**config.mk**
```make
export PLATFORM = sky130hd
export DESIGN_NAME = serial_frame_tx
export DESIGN_NICKNAME = d
export VERILOG_FILES = /design/src/rtl/sft_pkg.sv /design/src/rtl/sft_hold.sv /design/src/rtl/sft_framer.sv /design/src/rtl/sft_shift.sv /design/src/rtl/sft_rts.sv /design/src/rtl/serial_frame_tx.sv
export SDC_FILE = /design/constraint.sdc
export NUM_CORES = 1
export LEC_CHECK = 0
export ABC_CLOCK_PERIOD_IN_PS = 10450
export CAP_MARGIN = 40
export CELL_PAD_IN_SITES_DETAIL_PLACEMENT = 1
export CELL_PAD_IN_SITES_GLOBAL_PLACEMENT = 2
export CORE_MARGIN = 2
export CORE_UTILIZATION = 41
export DETAILED_ROUTE_END_ITERATION = 16
export GPL_ROUTABILITY_DRIVEN = 0
export HOLD_SLACK_MARGIN = 0.02
export PLACE_DENSITY_LB_ADDON = 0.1
export SETUP_SLACK_MARGIN = 0.05
export SLEW_MARGIN = 20
export SYNTH_ARGS = -nofsm -noshare
export SYNTH_HDL_FRONTEND = slang
export SYNTH_HIERARCHICAL = 1
export SYNTH_SLANG_ARGS = --single-unit
```
**constraint.sdc**
```tcl
create_clock -name clk -period 10.45 [get_ports clk]
set_input_delay 2.09 -clock clk [delete_from_list [all_inputs] [get_ports clk]]
set_output_delay 2.09 -clock clk [all_outputs]
set_load 0.005 [all_outputs]
```
**src/rtl/sft_pkg.sv**
```systemverilog
package sft_pkg;

  typedef enum logic [1:0] {
    STOP_OFF  = 2'b00,
    STOP_ONE  = 2'b01,
    STOP_HALF = 2'b10,
    STOP_TWO  = 2'b11
  } stop_e;

  typedef enum logic [1:0] {
    DIV_X1  = 2'b00,
    DIV_X16 = 2'b01,
    DIV_X32 = 2'b10,
    DIV_X64 = 2'b11
  } div_e;

  typedef enum logic [1:0] {
    LEN_MARK = 2'b00,
    LEN_6    = 2'b01,
    LEN_7    = 2'b10,
    LEN_8    = 2'b11
  } len_e;

  // highest leading-ones count honoured in marker mode
  localparam int MARK_SPAN = 4;
  localparam int MARK_BITS = 5;

endpackage

```
**src/rtl/sft_hold.sv**
```systemverilog
module sft_hold #(
  parameter int DATA_W = 8
) (
  input  logic              clk,
  input  logic              rst_n,
  input  logic              wr_stb,
  input  logic [DATA_W-1:0] wr_data,
  input  logic              load,
  output logic              full,
  output logic [DATA_W-1:0] data
);

  logic              full_d;
  logic [DATA_W-1:0] data_d;
  logic              cap;

  always_comb begin
    cap    = wr_stb & ~full;
    full_d = full;
    data_d = data;
    if (load) begin
      full_d = 1'b0;
    end
    if (cap) begin
      full_d = 1'b1;
      data_d = wr_data;
    end
  end

  always_ff @(posedge clk or negedge rst_n) begin
    if (!rst_n) begin
      full <= 1'b0;
      data <= '0;
    end else begin
      full <= full_d;
      if (cap) begin
        data <= data_d;
      end
    end
  end

endmodule

```
**src/rtl/sft_framer.sv**
```systemverilog
module sft_framer
  import sft_pkg::*;
#(
  parameter int DATA_W  = 8,
  parameter int FRAME_W = DATA_W + 4,
  parameter int ELEM_W  = 4,
  parameter int CNT_W   = 7
) (
  input  logic [DATA_W-1:0]  data,
  input  logic [1:0]         cfg_len,
  input  logic               cfg_par_en,
  input  logic               cfg_par_even,
  input  logic [1:0]         cfg_stop,
  input  logic [1:0]         cfg_div,
  output logic [FRAME_W-1:0] frame,
  output logic [ELEM_W-1:0]  n_elem,
  output logic               half_last,
  output logic [CNT_W-1:0]   bit_clks
);

  logic [2:0]        lead;
  logic              run;
  logic [ELEM_W-1:0] nd;
  logic              par;
  logic              pbit;
  logic              two_stop;
  logic              unit_div;

  // clocks per bit
  always_comb begin
    unique case (div_e'(cfg_div))
      DIV_X1:  bit_clks = CNT_W'(1);
      DIV_X16: bit_clks = CNT_W'(16);
      DIV_X32: bit_clks = CNT_W'(32);
      default: bit_clks = CNT_W'(64);
    endcase
    unit_div = (div_e'(cfg_div) == DIV_X1);
  end

  // leading-ones marker for short characters
  always_comb begin
    lead = 3'd0;
    run  = 1'b1;
    for (int i = 0; i < MARK_SPAN; i++) begin
      if (run && data[DATA_W-1-i]) begin
        lead = lead + 3'd1;
      end else begin
        run = 1'b0;
      end
    end
  end

  // data bit count
  always_comb begin
    unique case (len_e'(cfg_len))
      LEN_MARK: nd = ELEM_W'(MARK_BITS) - ELEM_W'(lead);
      LEN_6:    nd = ELEM_W'(6);
      LEN_7:    nd = ELEM_W'(7);
      default:  nd = ELEM_W'(8);
    endcase
  end

  // parity over the bits actually sent
  always_comb begin
    par = 1'b0;
    for (int i = 0; i < DATA_W; i++) begin
      if (ELEM_W'(i) < nd) begin
        par = par ^ data[i];
      end
    end
    pbit = cfg_par_even ? par : ~par;
  end

  // frame image, element 0 goes out first
  always_comb begin
    frame    = '1;
    frame[0] = 1'b0;
    for (int i = 0; i < DATA_W; i++) begin
      if (ELEM_W'(i) < nd) begin
        frame[i+1] = data[i];
      end
    end
    if (cfg_par_en) begin
      for (int j = 1; j < FRAME_W; j++) begin
        if (ELEM_W'(j) == nd + ELEM_W'(1)) begin
          frame[j] = pbit;
        end
      end
    end
  end

  // stop-bit shape
  always_comb begin
    two_stop  = (stop_e'(cfg_stop) == STOP_TWO) ||
                ((stop_e'(cfg_stop) == STOP_HALF) && unit_div);
    half_last = (stop_e'(cfg_stop) == STOP_HALF) && !unit_div;
    n_elem    = ELEM_W'(1) + nd + ELEM_W'(cfg_par_en) +
                (two_stop ? ELEM_W'(2) : ELEM_W'(1));
  end

endmodule

```
**src/rtl/sft_shift.sv**
```systemverilog
module sft_shift #(
  parameter int FRAME_W = 12,
  parameter int ELEM_W  = 4,
  parameter int CNT_W   = 7
) (
  input  logic               clk,
  input  logic               rst_n,
  input  logic               load,
  input  logic [FRAME_W-1:0] frame_in,
  input  logic [ELEM_W-1:0]  n_elem,
  input  logic               half_last,
  input  logic [CNT_W-1:0]   bit_clks,
  output logic               txd,
  output logic               busy,
  output logic               ready
);

  logic [FRAME_W-1:0] sr_q,    sr_d;
  logic [ELEM_W-1:0]  left_q,  left_d;
  logic [CNT_W-1:0]   cnt_q,   cnt_d;
  logic [CNT_W-1:0]   div_q,   div_d;
  logic               half_q,  half_d;
  logic               busy_q,  busy_d;
  logic               done;

  assign done  = busy_q && (cnt_q == '0) && (left_q == '0);
  assign ready = !busy_q || done;
  assign busy  = busy_q;
  assign txd   = busy_q ? sr_q[0] : 1'b1;

  always_comb begin
    sr_d   = sr_q;
    left_d = left_q;
    cnt_d  = cnt_q;
    div_d  = div_q;
    half_d = half_q;
    busy_d = busy_q;
    if (load) begin
      sr_d   = frame_in;
      left_d = n_elem - ELEM_W'(1);
      cnt_d  = bit_clks - CNT_W'(1);
      div_d  = bit_clks;
      half_d = half_last;
      busy_d = 1'b1;
    end else if (busy_q) begin
      if (cnt_q != '0) begin
        cnt_d = cnt_q - CNT_W'(1);
      end else if (left_q == '0) begin
        busy_d = 1'b0;
      end else begin
        sr_d   = {1'b1, sr_q[FRAME_W-1:1]};
        left_d = left_q - ELEM_W'(1);
        if ((left_q == ELEM_W'(1)) && half_q) begin
          cnt_d = div_q + (div_q >> 1) - CNT_W'(1);
        end else begin
          cnt_d = div_q - CNT_W'(1);
        end
      end
    end
  end

  always_ff @(posedge clk or negedge rst_n) begin
    if (!rst_n) begin
      sr_q   <= '1;
      left_q <= '0;
      cnt_q  <= '0;
      div_q  <= CNT_W'(1);
      half_q <= 1'b0;
      busy_q <= 1'b0;
    end else begin
      sr_q   <= sr_d;
      left_q <= left_d;
      cnt_q  <= cnt_d;
      div_q  <= div_d;
      half_q <= half_d;
      busy_q <= busy_d;
    end
  end

endmodule

```
**src/rtl/sft_rts.sv**
```systemverilog
module sft_rts (
  input  logic clk,
  input  logic rst_n,
  input  logic cfg_rts,
  input  logic cfg_auto_en,
  input  logic line_busy,
  output logic rts_n
);

  logic low_q, low_d;

  always_comb begin
    low_d = cfg_rts | (cfg_auto_en & low_q & line_busy);
  end

  always_ff @(posedge clk or negedge rst_n) begin
    if (!rst_n) begin
      low_q <= 1'b0;
    end else begin
      low_q <= low_d;
    end
  end

  assign rts_n = ~low_q;

endmodule

```
**src/rtl/serial_frame_tx.sv**
```systemverilog
module serial_frame_tx
  import sft_pkg::*;
#(
  parameter int DATA_W  = 8,
  parameter int CNT_W   = 7
) (
  input  logic              clk,
  input  logic              rst_n,
  input  logic [1:0]        cfg_stop,
  input  logic [1:0]        cfg_len,
  input  logic              cfg_par_en,
  input  logic              cfg_par_even,
  input  logic [1:0]        cfg_div,
  input  logic              cfg_rts,
  input  logic              cfg_auto_en,
  input  logic              wr_stb,
  input  logic [DATA_W-1:0] wr_data,
  output logic              txd,
  output logic              tx_empty,
  output logic              rts_n
);

  localparam int FRAME_W = DATA_W + 4;
  localparam int ELEM_W  = $clog2(FRAME_W + 1);

  logic               full;
  logic [DATA_W-1:0]  hold_data;
  logic               load;
  logic               busy;
  logic               ready;
  logic               enabled;
  logic [FRAME_W-1:0] frame;
  logic [ELEM_W-1:0]  n_elem;
  logic               half_last;
  logic [CNT_W-1:0]   bit_clks;

  assign enabled  = (stop_e'(cfg_stop) != STOP_OFF);
  assign load     = ready & full & enabled;
  assign tx_empty = ~full;

  sft_hold #(.DATA_W(DATA_W)) i_hold (
    .clk     (clk),
    .rst_n   (rst_n),
    .wr_stb  (wr_stb),
    .wr_data (wr_data),
    .load    (load),
    .full    (full),
    .data    (hold_data)
  );

  sft_framer #(
    .DATA_W  (DATA_W),
    .FRAME_W (FRAME_W),
    .ELEM_W  (ELEM_W),
    .CNT_W   (CNT_W)
  ) i_framer (
    .data         (hold_data),
    .cfg_len      (cfg_len),
    .cfg_par_en   (cfg_par_en),
    .cfg_par_even (cfg_par_even),
    .cfg_stop     (cfg_stop),
    .cfg_div      (cfg_div),
    .frame        (frame),
    .n_elem       (n_elem),
    .half_last    (half_last),
    .bit_clks     (bit_clks)
  );

  sft_shift #(
    .FRAME_W (FRAME_W),
    .ELEM_W  (ELEM_W),
    .CNT_W   (CNT_W)
  ) i_shift (
    .clk       (clk),
    .rst_n     (rst_n),
    .load      (load),
    .frame_in  (frame),
    .n_elem    (n_elem),
    .half_last (half_last),
    .bit_clks  (bit_clks),
    .txd       (txd),
    .busy      (busy),
    .ready     (ready)
  );

  sft_rts i_rts (
    .clk         (clk),
    .rst_n       (rst_n),
    .cfg_rts     (cfg_rts),
    .cfg_auto_en (cfg_auto_en),
    .line_busy   (busy | full),
    .rts_n       (rts_n)
  );

endmodule

```
Word-level counts from Yosys, hierarchy flattened
Index checks and enable logic that the tools add are counted.
{"block": "word_totals", "regBits": 42, "inputBits": 21, "wordCells": 150}
{"block": "op_classes", "n_addsub": 14, "magnitude_cmp": 8, "n_eq_ne": 21, "n_mux": 59, "n_bitwise": 17, "reduce_logical": 22}
{"operator": "$mux W12", "count": 4}
{"operator": "$mux W1", "count": 39}
{"operator": "$mux W7", "count": 5}
{"operator": "$sub A7 B1 Y7 const B", "count": 4}
{"operator": "$pmux W7 S3", "count": 1}
{"operator": "$eq A3 B4 Y1 const A", "count": 4}
{"operator": "$eq A4 B4 Y1 const A", "count": 4}
{"operator": "$lt A3 B4 Y1 const A", "count": 4}
{"operator": "$mux W4", "count": 4}
{"operator": "$pmux W4 S3", "count": 1}
{"operator": "$mux W11", "count": 1}
{"operator": "$mux W3", "count": 3}
{"operator": "$eq A2 B2 Y1 const B", "count": 4}
{"operator": "$eq A2 B4 Y1 const A", "count": 2}
{"operator": "$logic_and A1 B1 Y1", "count": 8}
{"operator": "$lt A1 B4 Y1 const A", "count": 2}
{"operator": "$lt A2 B4 Y1 const A", "count": 2}
{"operator": "$sub A4 B1 Y4 const B", "count": 2}
{"operator": "$add A7 B6 Y7", "count": 1}
{"operator": "$logic_not A7 Y1", "count": 1}
{"operator": "$reduce_bool A7 Y1", "count": 1}
{"operator": "$xor A1 B1 Y1", "count": 7}
{"operator": "$add A3 B1 Y3 const B", "count": 2}
{"operator": "$reduce_bool A2 Y1", "count": 3}
{"operator": "other kinds (20)", "count": 32}

Logic depth before layout (Yosys ltp)
{"block": "depth", "ltp_word": 30, "mapped_depth": 19}

Cells and area by module
Netlist, hierarchy kept.
{"mod": "sft_shift", "instances": 1, "cells_each": 259, "area_per_inst_um2": 2363.5}
{"mod": "sft_framer", "instances": 1, "cells_each": 129, "area_per_inst_um2": 927.1}
{"mod": "sft_hold", "instances": 1, "cells_each": 21, "area_per_inst_um2": 374.1}
{"mod": "sft_rts", "instances": 1, "cells_each": 3, "area_per_inst_um2": 37.5}
{"mod": "serial_frame_tx", "instances": 1, "cells_each": 3, "area_per_inst_um2": 20.0}

Worst setup path after synthesis
Ideal clock, no wire load.
{"block": "synth_path", "path_kind": "input to register", "start": "input cfg_len[0]", "end": "register i_shift.sr_q[10]", "setup_time_ns": 0.090, "arrival_time_ns": 4.792, "required_ns": 10.360, "slack_ns": 5.568, "path_stages": 16, "path_buffers": 1, "path_cell_list": "inv_1 -> ha_1 -> nor2_1 -> a32o_1 -> nor3_1 -> ha_1 -> clkbuf_1 -> nand2_1 -> mux2_2 -> o21ai_0 -> o22ai_1 -> xor3_1 -> xnor2_1 -> or3b_1 -> nand2_1 -> o21ai_0"}
{"block": "synth_between", "elab_chain_cells": 23}
{"element": "start: declaration", "line_no": "serial_frame_tx.sv:10", "source": "input logic [1:0] cfg_len,"}
{"element": "$eq A2 B2 Y1 (tied with other cells)", "line_no": "sft_framer.sv:55", "source": "unique case (len_e'(cfg_len))"}
{"element": "$pmux W4 S3 (*)", "line_no": "sft_framer.sv:55"}
{"element": "$lt A1 B4 Y1", "line_no": "sft_framer.sv:67", "source": "if (ELEM_W'(i) < nd) begin"}
{"element": "$mux W1", "line_no": "sft_framer.sv:67"}
{"element": "$xor A1 B1 Y1", "line_no": "sft_framer.sv:68", "source": "par = par ^ data[i];"}
{"element": "$mux W1", "line_no": "sft_framer.sv:67"}
{"element": "$xor A1 B1 Y1", "line_no": "sft_framer.sv:68"}
{"element": "$mux W1", "line_no": "sft_framer.sv:67"}
{"element": "(+8 left out)"}
{"element": "$xor A1 B1 Y1", "line_no": "sft_framer.sv:68"}
{"element": "$mux W1", "line_no": "sft_framer.sv:67"}
{"element": "$not A1 Y1", "line_no": "sft_framer.sv:71", "source": "pbit = cfg_par_even ? par : ~par;"}
{"element": "$mux W1", "line_no": "sft_framer.sv:71"}
{"element": "$mux W1 (*)", "line_no": "sft_framer.sv:85", "source": "if (ELEM_W'(j) == nd + ELEM_W'(1)) begin"}
{"element": "$mux W11 (*)", "line_no": "sft_framer.sv:83", "source": "if (cfg_par_en) begin"}
{"element": "named net frame[10]", "line_no": "serial_frame_tx.sv:32", "source": "logic [FRAME_W-1:0] frame;"}
{"element": "$mux W12 (*)", "line_no": "sft_shift.sv:38", "source": "if (load) begin"}
{"element": "end signal: assignment", "line_no": "sft_shift.sv:71", "source": "sr_q <= sr_d;"}
{"element": "end: declaration", "line_no": "sft_shift.sv:18", "source": "logic [FRAME_W-1:0] sr_q, sr_d;"}
Mark *: on every way through the listed nets, which the timed path passes. The rest lies on a longest branch.
A chain may end at the register's enable or synchronous reset.

Final worst setup path
{"block": "layout_path", "start": "input cfg_len[1]", "end": "register i_shift.sr_q[10]"}
Same word-level chain as after synthesis.

==> results_dict.tcl <==
set metrics [dict create \
    arrival_ns 6.29 \
    cts_buffers 5 \
    grt.overflow.total 0 \
    cts_tree "yes" \
    portBuffers 23 \
    required_ns 10.66 \
    clk_pin_slew_ns 0.08 \
    synth_common_cells "inv_1 (43), nand2_1 (38), ha_1 (34)" \
    top_level_ports 24 \
    rows 34 \
    vias_per_cell 5.444 \
    cpPeakStageDelay_ns 0.69 \
    cts_buffer_depth 2 \
    start_util 0.4248 \
    fillCellCount 1032 \
    path_buf_inv 3 \
    min_period_ns 6.079 \
    core_mm2 0.008763 \
    multi_input_area_mm2 0.002362 \
    synth_seq_cells 42 \
    clock.fmax_mhz 164.5 \
    antenna_found_initial 0 \
    die_x_um 99.28 \
    cp_cell_sequence "clkdlybuf4s50_1 > inv_1 > ha_1 > inv_1 > a32o_1 > nor3_1 > ha_1 > nand2_1 > mux2_2 > o21ai_0 > o22ai_1 > xor3_1 > xnor2_1 > or3b_1 > nand2_1 > o21ai_0" \
    fin_util 0.4689 \
    cp_top_family "simple AND/OR/NAND/NOR gates" \
    h-tree-depth 2 \
    end_kind "flop" \
    powerDensity_mw_per_mm2 102.0 \
    setup_tns_ns 0 \
    status "finished, final reports clean" \
    grt_first_pass_wirelength_um 16010 \
    worst_pin_slew_ns 0.8309 \
    synth_most_common_cell "inv_1" \
    irDropWorstVdd_mv 0.05324 \
    yosysTopAreaCell "dfrtp_1" \
    finalCritPeriodShare 0.5818 \
    drv_slew 0 \
    timing.critical_path.fanout_max 11 \
    cp-start-kind "input pin" \
    yosysWarnings 6 \
    ant_nets 0 \
    critPathSlowestCell "xnor2_1" \
    maxCapViolCount 0 \
    synth_edf_count 0 \
    hold_class "flop to flop" \
    dp_hpwl_um 7261 \
    synth-async-reset-ratio 1.000 \
    grt_max_degree 47 \
    yosysSeqAreaShare 0.2867 \
    cts_hold_buf 0 \
    setup_viol 0 \
    dp.cells 531 \
    hold_violations 0 \
    rsz0062_at_grt "no" \
    cts_setup_buffers 0 \
    crit_type "input pin to flop" \
    drtIter0Drc 62 \
    synth_area_leaders "dfrtp_1 (19%), ha_1 (11%), dfstp_2 (9.2%), xnor2_1 (4.7%), mux2i_1 (4.6%)" \
    drive_above_1_share 0.1042 \
    vias 2940 \
    slew_headroom 0.4421 \
    dieArea_mm2 0.009857 \
    totalWireLength_um 9354 \
    cts_resized 0 \
    diodes 0 \
    synth-main-ff-cell "dfrtp_1" \
    die_h_um 99.28 \
    grt_pass1_vias 3207 \
    finalNetCount 489 \
    regArea_mm2 0.001067 \
    clock_latency_ns 0.30 \
    grt_usage 0.2034 \
    drc 0 \
    cts.sinks 42 \
    stdcell_count 540 \
    dr.pass1.iters 4 \
    detail_route.wl_per_cell_um 17.32 \
    yosysTopAreaCellShare 0.1950 \
    netlist_instances 415 \
    syn2layout_area_growth_pct 10.39 \
    power.leakage_nw 1.826 \
    syn-cell-area_mm2 0.003722 \
    fin_skew_ns 0.007118 \
    postSynthAreaPerCell_um2 8.969 \
    cts_root_buffer "clkbuf_8" \
    ys_types 71 \
]
[registers in the layout (all words and copies together), names as in the netlist]
name / flops
i_shift/busy: 1
i_shift/cnt_q: 7
i_hold/full: 1
i_shift/half_q: 1
i_hold/data: 8
i_shift/div_q: 7
i_rts/low_q: 1
i_shift/sr_q: 12
i_shift/left_q: 4
[worst reg2reg max path, cell delays in order (launching register included)]
cell and delay (ns):
dfrtp_1 0.49, nand2_1 0.18, inv_1 0.07, ha_1 0.32, nor2_1 0.06, a32o_1 0.32, nor3_1 0.35, ha_1 0.37
nand2_1 0.08, mux2_2 0.27, o21ai_0 0.15, o22ai_1 0.10, xor3_1 0.20, xnor2_1 0.69, or3b_1 0.41, nand2_1 0.07
o21ai_0 0.07
[cells by family (layout without fill, tap and decap cells)]
group	count (synthesis)	count (layout)	synth area share
AND/OR/NAND/NOR	111	111	0.1630
multiplexers	27	27	0.08403
XOR/XNOR	30	30	0.07462
AO/OA/AOI/OAI	102	102	0.1785
buffers and inverters	65	79	0.08167
other	1	4	0.001007
adder cells (fa/ha/maj)	37	37	0.1304
flip-flops	42	42	0.2867
[power by group]
group	switching [mW]	leakage (nW)	internal, mW
clock network	0.0605	0.0514	0.0714
registers	0.00815	0.462	0.166
logic	0.0622	1.31	0.0505
total	0.131	1.83	0.288
[final timing paths]
| kind | start | endpoint | slack [ns] | cells after the start |
|---|---|---|---|---|
| setup reg to reg | i_hold/data[6]$_DFFE_PN0P_ | i_shift/sr_q[10]$_DFFE_PN1P_ | 6.19 | 16 |
| hold reg to reg | i_rts/low_q$_DFF_PN0_ | i_rts/low_q$_DFF_PN0_ | 0.50 | 1 |
| hold / removal | i_rts/low_q$_DFF_PN0_ | i_rts/low_q$_DFF_PN0_ | 0.50 | 1 |
| setup / recovery | cfg_len[1] | i_shift/sr_q[10]$_DFFE_PN1P_ | 4.37 | 16 |
| min in group asynchronous | rst_n | i_hold/data[4]$_DFFE_PN0P_ | 1.72 | 1 |
| max in group asynchronous | rst_n | i_shift/sr_q[8]$_DFFE_PN1P_ | 8.15 | 2 |
[area by class of cell]
type	count	area share
flip-flops and latches	42	0.2597
inverters	44	0.04050
clock inverters	2	0.009135
multi-input cells	311	0.5749
clock buffers	6	0.01766
well taps	108	0.03289
repair buffers	27	0.06516
[layer usage]
metal / global-route usage / wire, um / vias to the layer above
met3: 0.02460 / 153 / 12
met5: 0 / 0 / -
met2: 0.3768 / 4869 / 24
met1: 0.2457 / 4133 / 1444
met4: 0.06006 / 198 / 0
li1: - / - / 1460
[layout by cell type, fill, tap and decap left out, drive strengths merged, types with 3 or more instances in the layout]
| cell type | Yosys | final |
|---|---|---|
| nand3 | 6 | 6 |
| nor3b | 3 | 3 |
| ha | 34 | 34 |
| buf | 13 | 4 |
| a211oi | 6 | 6 |
| nand2 | 38 | 38 |
| mux2i | 17 | 17 |
| fa | 3 | 3 |
| dfrtp | 29 | 29 |
| inv | 43 | 43 |
| xnor2 | 20 | 20 |
| a41oi | 3 | 3 |
| nor2b | 4 | 4 |
| conb | 1 | 4 |
| dfstp | 13 | 13 |
| xor2 | 9 | 9 |
| o21a | 3 | 3 |
| nor2 | 23 | 23 |
| mux2 | 10 | 10 |
| a31oi | 5 | 5 |
| a21oi | 27 | 27 |
| a221oi | 3 | 3 |
| nand2b | 8 | 8 |
| a21boi | 3 | 3 |
| clkbuf | 8 | 7 |
| a21o | 4 | 4 |
| clkdlybuf4s50 | 0 | 22 |
| nor3 | 9 | 9 |
| nand3b | 3 | 3 |
| o21ai | 31 | 31 |
[through the flow]
step           cell area, um2  setup slack (ns)  total power, mW  hold slack [ns]
2_1_floorplan            3734             5.568           0.2562           0.4723
3_3_place_gp             3971             4.255           0.2856           0.4833
3_5_place_dp             3991             4.080           0.2896           0.4899
4_1_cts                  4101             4.382           0.4255           0.5105
5_1_grt                  4109             4.014           0.4445           0.5553
6_report                 4109             4.371           0.4192           0.5025
Note: power is estimated with default switching activity, not from simulation.
